**config.mk**
```make
export PLATFORM = sky130hd
export DESIGN_NAME = sw_cfg_regfile
export DESIGN_NICKNAME = d
export VERILOG_FILES = /design/src/rtl/sw_cfg_pkg.sv /design/src/rtl/sw_cfg_decode.sv /design/src/rtl/sw_cfg_shared.sv /design/src/rtl/sw_cfg_chan.sv /design/src/rtl/sw_cfg_regfile.sv
export SDC_FILE = /design/constraint.sdc
export NUM_CORES = 1
export LEC_CHECK = 0
export CORE_UTILIZATION = 60
export CTS_CLUSTER_SIZE = 40
export DETAILED_ROUTE_END_ITERATION = 10
export DONT_BUFFER_PORTS = 1
export PLACE_DENSITY = 0.76
export SLEW_MARGIN = 20
export SYNTH_ARGS = -nofsm -noshare
export SYNTH_HDL_FRONTEND = slang
export SYNTH_SLANG_ARGS = --single-unit
```
**constraint.sdc**
```tcl
create_clock -name clk -period 1.4 [get_ports clk]
set_input_delay 0.07 -clock clk [delete_from_list [all_inputs] [get_ports clk]]
set_output_delay 0.07 -clock clk [all_outputs]
set_load 0.05 [all_outputs]
```
**src/rtl/sw_cfg_pkg.sv**
```systemverilog
package sw_cfg_pkg;

  localparam int WORD_W  = 16;
  localparam int CODE_LSB = 13;
  localparam int CODE_W  = 3;
  localparam int EXT_LSB = 11;
  localparam int EXT_W   = 2;
  localparam int PAY_W   = 4;   // payload bits that carry settings

  localparam logic [CODE_W-1:0] CODE_SHARED = 3'b001;
  localparam logic [CODE_W-1:0] CODE_THRESH = 3'b010;
  localparam logic [CODE_W-1:0] CODE_BLANK  = 3'b011;
  localparam logic [EXT_W-1:0]  EXT_ONOFF   = 2'b00;
  localparam logic [EXT_W-1:0]  EXT_SENSE   = 2'b01;

  typedef struct packed {
    logic              hit_onoff;
    logic              hit_sense;
    logic              hit_thresh;
    logic              hit_blank;
    logic [EXT_W-1:0]  ch;
    logic [PAY_W-1:0]  pay;
  } wr_cmd_t;

  function automatic logic [CODE_W-1:0] word_code(input logic [WORD_W-1:0] w);
    return w[CODE_LSB +: CODE_W];
  endfunction

  function automatic logic [EXT_W-1:0] word_ext(input logic [WORD_W-1:0] w);
    return w[EXT_LSB +: EXT_W];
  endfunction

  function automatic wr_cmd_t decode_word(input logic vld, input logic [WORD_W-1:0] w);
    wr_cmd_t c;
    logic [CODE_W-1:0] code;
    logic [EXT_W-1:0]  ext;
    code = word_code(w);
    ext  = word_ext(w);
    c.hit_onoff  = vld && (code == CODE_SHARED) && (ext == EXT_ONOFF);
    c.hit_sense  = vld && (code == CODE_SHARED) && (ext == EXT_SENSE);
    c.hit_thresh = vld && (code == CODE_THRESH);
    c.hit_blank  = vld && (code == CODE_BLANK);
    c.ch         = ext;
    c.pay        = w[PAY_W-1:0];
    return c;
  endfunction

endpackage

```
**src/rtl/sw_cfg_decode.sv**
```systemverilog
module sw_cfg_decode
  import sw_cfg_pkg::*;
(
  input  logic              clk,
  input  logic              rst_n,
  input  logic              wr_en,
  input  logic [WORD_W-1:0] wr_word,
  output wr_cmd_t           cmd,
  output logic              hit_any
);

  always_comb begin
    cmd     = decode_word(wr_en, wr_word);
    hit_any = cmd.hit_onoff | cmd.hit_sense | cmd.hit_thresh | cmd.hit_blank;
  end

  // a word never reaches two register targets
  p_one_target_r7: assert property (@(posedge clk) disable iff (!rst_n)
    $onehot0({cmd.hit_onoff, cmd.hit_sense, cmd.hit_thresh, cmd.hit_blank}));

  // without the strobe nothing is targeted
  p_no_strobe_r7: assert property (@(posedge clk) disable iff (!rst_n)
    !wr_en |-> !hit_any);

endmodule

```
**src/rtl/sw_cfg_shared.sv**
```systemverilog
module sw_cfg_shared
  import sw_cfg_pkg::*;
#(
  parameter int NUM_CH = 4
) (
  input  logic              clk,
  input  logic              rst_n,
  input  wr_cmd_t           cmd,
  output logic [NUM_CH-1:0] ch_on,
  output logic [NUM_CH-1:0] sense_sel,
  output logic              sense_oe
);

  logic [NUM_CH-1:0] on_q;
  logic [NUM_CH-1:0] sense_q;

  always_ff @(posedge clk or negedge rst_n) begin
    if (!rst_n) begin
      on_q    <= '0;
      sense_q <= '0;
    end else begin
      if (cmd.hit_onoff) on_q    <= cmd.pay[NUM_CH-1:0];
      if (cmd.hit_sense) sense_q <= cmd.pay[NUM_CH-1:0];
    end
  end

  always_comb begin
    ch_on     = on_q;
    sense_sel = sense_q;
    sense_oe  = |sense_q;
  end

  p_onoff_load_r2: assert property (@(posedge clk) disable iff (!rst_n)
    cmd.hit_onoff |=> ch_on == $past(cmd.pay[NUM_CH-1:0]));

  p_onoff_hold_r7: assert property (@(posedge clk) disable iff (!rst_n)
    !cmd.hit_onoff |=> $stable(ch_on));

  p_sense_load_r3: assert property (@(posedge clk) disable iff (!rst_n)
    cmd.hit_sense |=> sense_sel == $past(cmd.pay[NUM_CH-1:0]));

  p_sense_hold_r7: assert property (@(posedge clk) disable iff (!rst_n)
    !cmd.hit_sense |=> $stable(sense_sel));

  p_tristate_r4: assert property (@(posedge clk) disable iff (!rst_n)
    (cmd.hit_sense && cmd.pay[NUM_CH-1:0] == '0) |=> !sense_oe);

  p_drive_r4: assert property (@(posedge clk) disable iff (!rst_n)
    (cmd.hit_sense && cmd.pay[NUM_CH-1:0] != '0) |=> sense_oe);

endmodule

```
**src/rtl/sw_cfg_chan.sv**
```systemverilog
module sw_cfg_chan
  import sw_cfg_pkg::*;
#(
  parameter int IDX     = 0,
  parameter int LOW_W   = 3,
  parameter int BLANK_W = 2
) (
  input  logic               clk,
  input  logic               rst_n,
  input  wr_cmd_t            cmd,
  output logic [LOW_W-1:0]   low_code,
  output logic               high_sel,
  output logic [BLANK_W-1:0] blank_code
);

  localparam logic [EXT_W-1:0] MY_PTR = EXT_W'(IDX);

  logic               picked;
  logic               thresh_we;
  logic               blank_we;
  logic [LOW_W-1:0]   low_q;
  logic               high_q;
  logic [BLANK_W-1:0] blank_q;

  always_comb begin
    picked    = (cmd.ch == MY_PTR);
    thresh_we = cmd.hit_thresh && picked;
    blank_we  = cmd.hit_blank && picked;
  end

  always_ff @(posedge clk or negedge rst_n) begin
    if (!rst_n) begin
      low_q   <= '0;
      high_q  <= 1'b0;
      blank_q <= '0;
    end else begin
      if (thresh_we) begin
        low_q  <= cmd.pay[LOW_W-1:0];
        high_q <= cmd.pay[LOW_W];
      end
      if (blank_we) blank_q <= cmd.pay[BLANK_W-1:0];
    end
  end

  always_comb begin
    low_code   = low_q;
    high_sel   = high_q;
    blank_code = blank_q;
  end

  p_thresh_load_r5: assert property (@(posedge clk) disable iff (!rst_n)
    (cmd.hit_thresh && cmd.ch == MY_PTR) |=>
      (low_code == $past(cmd.pay[LOW_W-1:0])) && (high_sel == $past(cmd.pay[LOW_W])));

  p_thresh_isolate_r5: assert property (@(posedge clk) disable iff (!rst_n)
    !(cmd.hit_thresh && cmd.ch == MY_PTR) |=> $stable(low_code) && $stable(high_sel));

  p_blank_load_r6: assert property (@(posedge clk) disable iff (!rst_n)
    (cmd.hit_blank && cmd.ch == MY_PTR) |=> blank_code == $past(cmd.pay[BLANK_W-1:0]));

  p_blank_isolate_r6: assert property (@(posedge clk) disable iff (!rst_n)
    !(cmd.hit_blank && cmd.ch == MY_PTR) |=> $stable(blank_code));

endmodule

```
**src/rtl/sw_cfg_regfile.sv**
```systemverilog
module sw_cfg_regfile
  import sw_cfg_pkg::*;
#(
  parameter int NUM_CH  = 4,
  parameter int LOW_W   = 3,
  parameter int BLANK_W = 2
) (
  input  logic                       clk,
  input  logic                       rst_n,
  input  logic                       wr_en,
  input  logic [15:0]                wr_word,
  output logic [NUM_CH-1:0]          ch_on,
  output logic [NUM_CH-1:0]          sense_sel,
  output logic                       sense_oe,
  output logic [NUM_CH*LOW_W-1:0]    oc_low_code,
  output logic [NUM_CH-1:0]          oc_high_sel,
  output logic [NUM_CH*BLANK_W-1:0]  blank_code
);

  localparam int MAX_CH = 1 << EXT_W;

  initial begin
    if (NUM_CH > MAX_CH || NUM_CH > PAY_W || LOW_W + 1 > PAY_W || BLANK_W > PAY_W)
      $error("sw_cfg_regfile: parameters exceed the word layout");
  end

  wr_cmd_t cmd;
  logic    hit_any;

  sw_cfg_decode u_dec (
    .clk     (clk),
    .rst_n   (rst_n),
    .wr_en   (wr_en),
    .wr_word (wr_word),
    .cmd     (cmd),
    .hit_any (hit_any)
  );

  sw_cfg_shared #(.NUM_CH(NUM_CH)) u_shared (
    .clk       (clk),
    .rst_n     (rst_n),
    .cmd       (cmd),
    .ch_on     (ch_on),
    .sense_sel (sense_sel),
    .sense_oe  (sense_oe)
  );

  for (genvar c = 0; c < NUM_CH; c++) begin : g_ch
    sw_cfg_chan #(.IDX(c), .LOW_W(LOW_W), .BLANK_W(BLANK_W)) u_chan (
      .clk        (clk),
      .rst_n      (rst_n),
      .cmd        (cmd),
      .low_code   (oc_low_code[c*LOW_W +: LOW_W]),
      .high_sel   (oc_high_sel[c]),
      .blank_code (blank_code[c*BLANK_W +: BLANK_W])
    );
  end

  // a strobed word that hits no register leaves every output as it was
  p_unlisted_hold_r7: assert property (@(posedge clk) disable iff (!rst_n)
    (wr_en && !hit_any) |=> $stable(ch_on) && $stable(sense_sel) &&
      $stable(oc_low_code) && $stable(oc_high_sel) && $stable(blank_code));

  // reset leaves every setting cleared
  always @(posedge clk) begin
    if (!rst_n) begin
      p_reset_clear_r8: assert (ch_on == '0 && sense_sel == '0 && !sense_oe &&
                                oc_low_code == '0 && oc_high_sel == '0 && blank_code == '0);
    end
  end

endmodule

```
==> impl_metrics.py <==
metrics = {
    "yosys": {
        "yosys_most_used_dff": "dfrtp_1",
        "synth_top_area_share_pct": 59.1,
        "synth_area_leader_cell": "dfrtp_1",
        "synthArstFlopShare_pct": 100,
        "ys_ff_latch": 32,
        "synthMostInstantiatedCell": "dfrtp_1",
        "ys_seq_area_share_pct": 59.1,
        "ys_types": 22,
        "ys_top_cells_by_count": "dfrtp_1 (32), mux2_2 (28), buf_4 (4), mux2_4 (4), nand2_1 (3)",
        "netlist_area_um2": 1350,
        "synth_edf_count": 0,
        "synth_cells": 91,
        "ys_warn_count": 0,
        "synth.area.top_cells": "dfrtp_1 (59%), mux2_2 (23%), mux2_4 (4.4%), buf_4 (2.2%), and4bb_2 (0.92%)",
        "synth_fp_nets": 110,
        "syn_area_per_cell_um2": 14.9,
    },
    "global_route": {
        "antenna_found_initial": 0,
        "grt_pass1_vias": 890,
        "grt_pass1_wl_um": 4230,
        "grtUsageMet2_pct": 38.6,
        "grt-busiest-layer": "met2",
        "grt_max_degree": 33,
        "grt_overflow": 0,
        "use_met3_pct": 11.1,
        "grt_use_met1_pct": 28.9,
        "track_usage_pct": 24.3,
    },
    "critical_path": {
        "cp.arrival_ps": 1340,
        "path_class": "flop to primary output",
        "startpoint_type": "flop",
        "crit_slowest_cell": "or4_4",
        "critPathMaxStageDelay_ps": 650,
        "cp_cell_sequence": "or4_4",
        "cp-end-kind": "primary output",
        "crit_buf_inv": 0,
        "critPathRequiredTime_ps": 1330,
        "path_delay_family": "simple AND/OR/NAND/NOR gates",
        "cp_max_fo": 2,
    },
    "sta": {
        "worst_slew_pin_slew_ps": 417,
        "fin_crit_sh_pct": 101,
        "fmax_mhz": 710,
        "slew_viol_final": 0,
        "hold_viol_final": 0,
        "fin_ws_ps": -9.15,
        "slew_headroom_pct": 72.0,
        "skew_ps": 0,
        "rsz0062_at_grt": "yes",
        "setup_viol": 1,
        "min_period_ps": 1410,
        "finalSetupTns_ps": -9.15,
    },
    "final_layout": {
        "utilization_pct": 83.2,
        "multi_input_area_um2": 504,
        "final_area_um2": 1700,
        "seqCellArea_um2": 801,
        "drive_gt1_share_pct": 58.9,
        "nFillCells": 121,
        "num_antenna_cells": 0,
        "area_growth_syn_to_layout_pct": 25.5,
        "final_nets": 148,
    },
    "drt": {
        "drt_first_pass_iters": 4,
        "drtAntennaViolNets": 0,
        "post_drt_wl_per_cell_um": 16.8,
        "detail_route.vias_per_cell": 5.49,
        "drt_iter0_drc": 6,
        "drt-total-wl_um": 2620,
        "vias": 857,
        "drc": 0,
    },
    "clock_tree": {
        "cts_inserted_buffers": 5,
        "clk_latency_ps": 310,
        "post_cts_buffers": 0,
        "path_clk_slew_ps": 90,
        "cts_root_buf": "clkbuf_4",
        "clock_sinks": 32,
        "cts_tree": "done",
        "cts-resized-gates": 0,
        "cts_buffer_depth": 2,
        "cts_max_level": 2,
    },
    "flow_run": {
        "cap_violations": 0,
    },
    "placement": {
        "place.port_buffers": 0,
        "place.gp.congestion": 0.783,
        "hpwl_um": 1870,
        "place_area_um2": 1580,
    },
    "die": {
        "row_count": 16,
        "dieArea_um2": 2450,
        "io_pins": 52,
        "core-area_um2": 2040,
        "die_w_um": 49.5,
        "initial_core_util_pct": 66.3,
        "die_h_um": 49.5,
    },
    "hold_path": {
        "hold_path.class": "input port to flop",
    },
    "outcome": {
        "violations": "negative setup slack",
        "status": "finished with violations",
    },
    "power": {
        "ir_worst_vdd_v": 0.00126,
        "power.leakage_nw": 0.843,
        "power_w": 0.00292,
        "p_sw_w": 0.00123,
        "clockPowerShare_pct": 15.9,
        "internal-power_w": 0.00170,
        "combinationalPowerShare_pct": 43.0,
        "pwr-share-seq_pct": 41.1,
        "p_per_area_nw_per_um2": 1720,
        "swShare_pct": 42.0,
    },
}
## cell type report
cell class / count / share of cell area (%)
timing repair buffer: 38 / 18.3
tap: 27 / 1.99
multi-input combinational: 51 / 29.7
clock inverter: 1 / 0.295
inverter: 1 / 0.221
clock buffer: 6 / 2.43
sequential: 32 / 47.1
## registers in the layout, summed over array words and instances, names as in the netlist
register,count
g_ch.u_chan.low_code,12
u_shared.ch_on,4
g_ch.u_chan.blank_code,8
u_shared.sense_sel,4
g_ch.u_chan.high_sel,4
## metrics by stage
| stage | hold WS [ps] | setup slack [ps] | cells |
|---|---|---|---|
| after floorplan | -226 | 72.6 | 91 |
| after global placement | -225 | 249 | 143 |
| after detailed placement | -225 | 234 | 143 |
| after CTS | 34.5 | -32.8 | 156 |
| after global routing | 33.5 | -53.3 | 156 |
| final | 46.8 | -9.15 | 156 |
## power groups by stage
stage	Combinational [W]	Sequential, W	Clock (W)
floorplan	0.000355	0.00177	0
CTS	0.00126	0.00120	0.000483
detailed placement	0.00121	0.00122	0
global route	0.00130	0.00122	0.000521
global placement	0.00119	0.00121	0
finish	0.00126	0.00120	0.000464
## placed cells by master, fill, tap and decap left out, drive strengths merged
cell type    instances
or4                  2
nor4                 1
nand3                2
clkbuf               6
and4bb               1
dlygate4sd3          5
nor3                 1
dfrtp               32
and2b                1
clkinv               1
nand2                4
inv                  1
nand4bb              1
or3                  1
nor2                 2
mux2                32
nand2b               1
buf                 33
nand4                1
nor4b                1
## worst paths after layout
| check | startpoint | endpoint | slack [ps] | cells past startpoint |
|---|---|---|---|---|
| worst min register to register | g_ch[3].u_chan.blank_code[1] | g_ch[3].u_chan.blank_code[1] | 510 | 1 |
| min in group asynchronous | rst_n | g_ch[3].u_chan.blank_code[0] | 200 | 2 |
| worst max register to register | u_shared.sense_sel[1] | u_shared.sense_sel[1] | 440 | 2 |
| max in group asynchronous | rst_n | g_ch[2].u_chan.low_code[2] | 1030 | 2 |
| worst max-delay path | u_shared.sense_sel[3] | sense_oe | -9 | 1 |
| worst min-delay path | wr_word[11] | g_ch[2].u_chan.blank_code[0] | 50 | 2 |
## logic make-up after synthesis
kind of cell | after synthesis | synth area share, %
muxes | 32 | 27.7
and+or+nand+nor | 19 | 9.24
buffers and inverters | 8 | 3.88
DFF | 32 | 59.1
## metal layers
metal | share of wire, % | up-vias
met4 | 1.1 | 0
met2 | 52 | 38
met1 | 40 | 419
li1 | - | 396
met5 | 0 | -
met3 | 6.4 | 4
## timing repair
action,4_1_cts,5_1_grt
hold buffers,6,0
cloned,0,0
setup endpoints to repair,1,1
endpoints found under the hold margin,64,0
pin swaps,0,1
(Power assumes the default switching activity.)
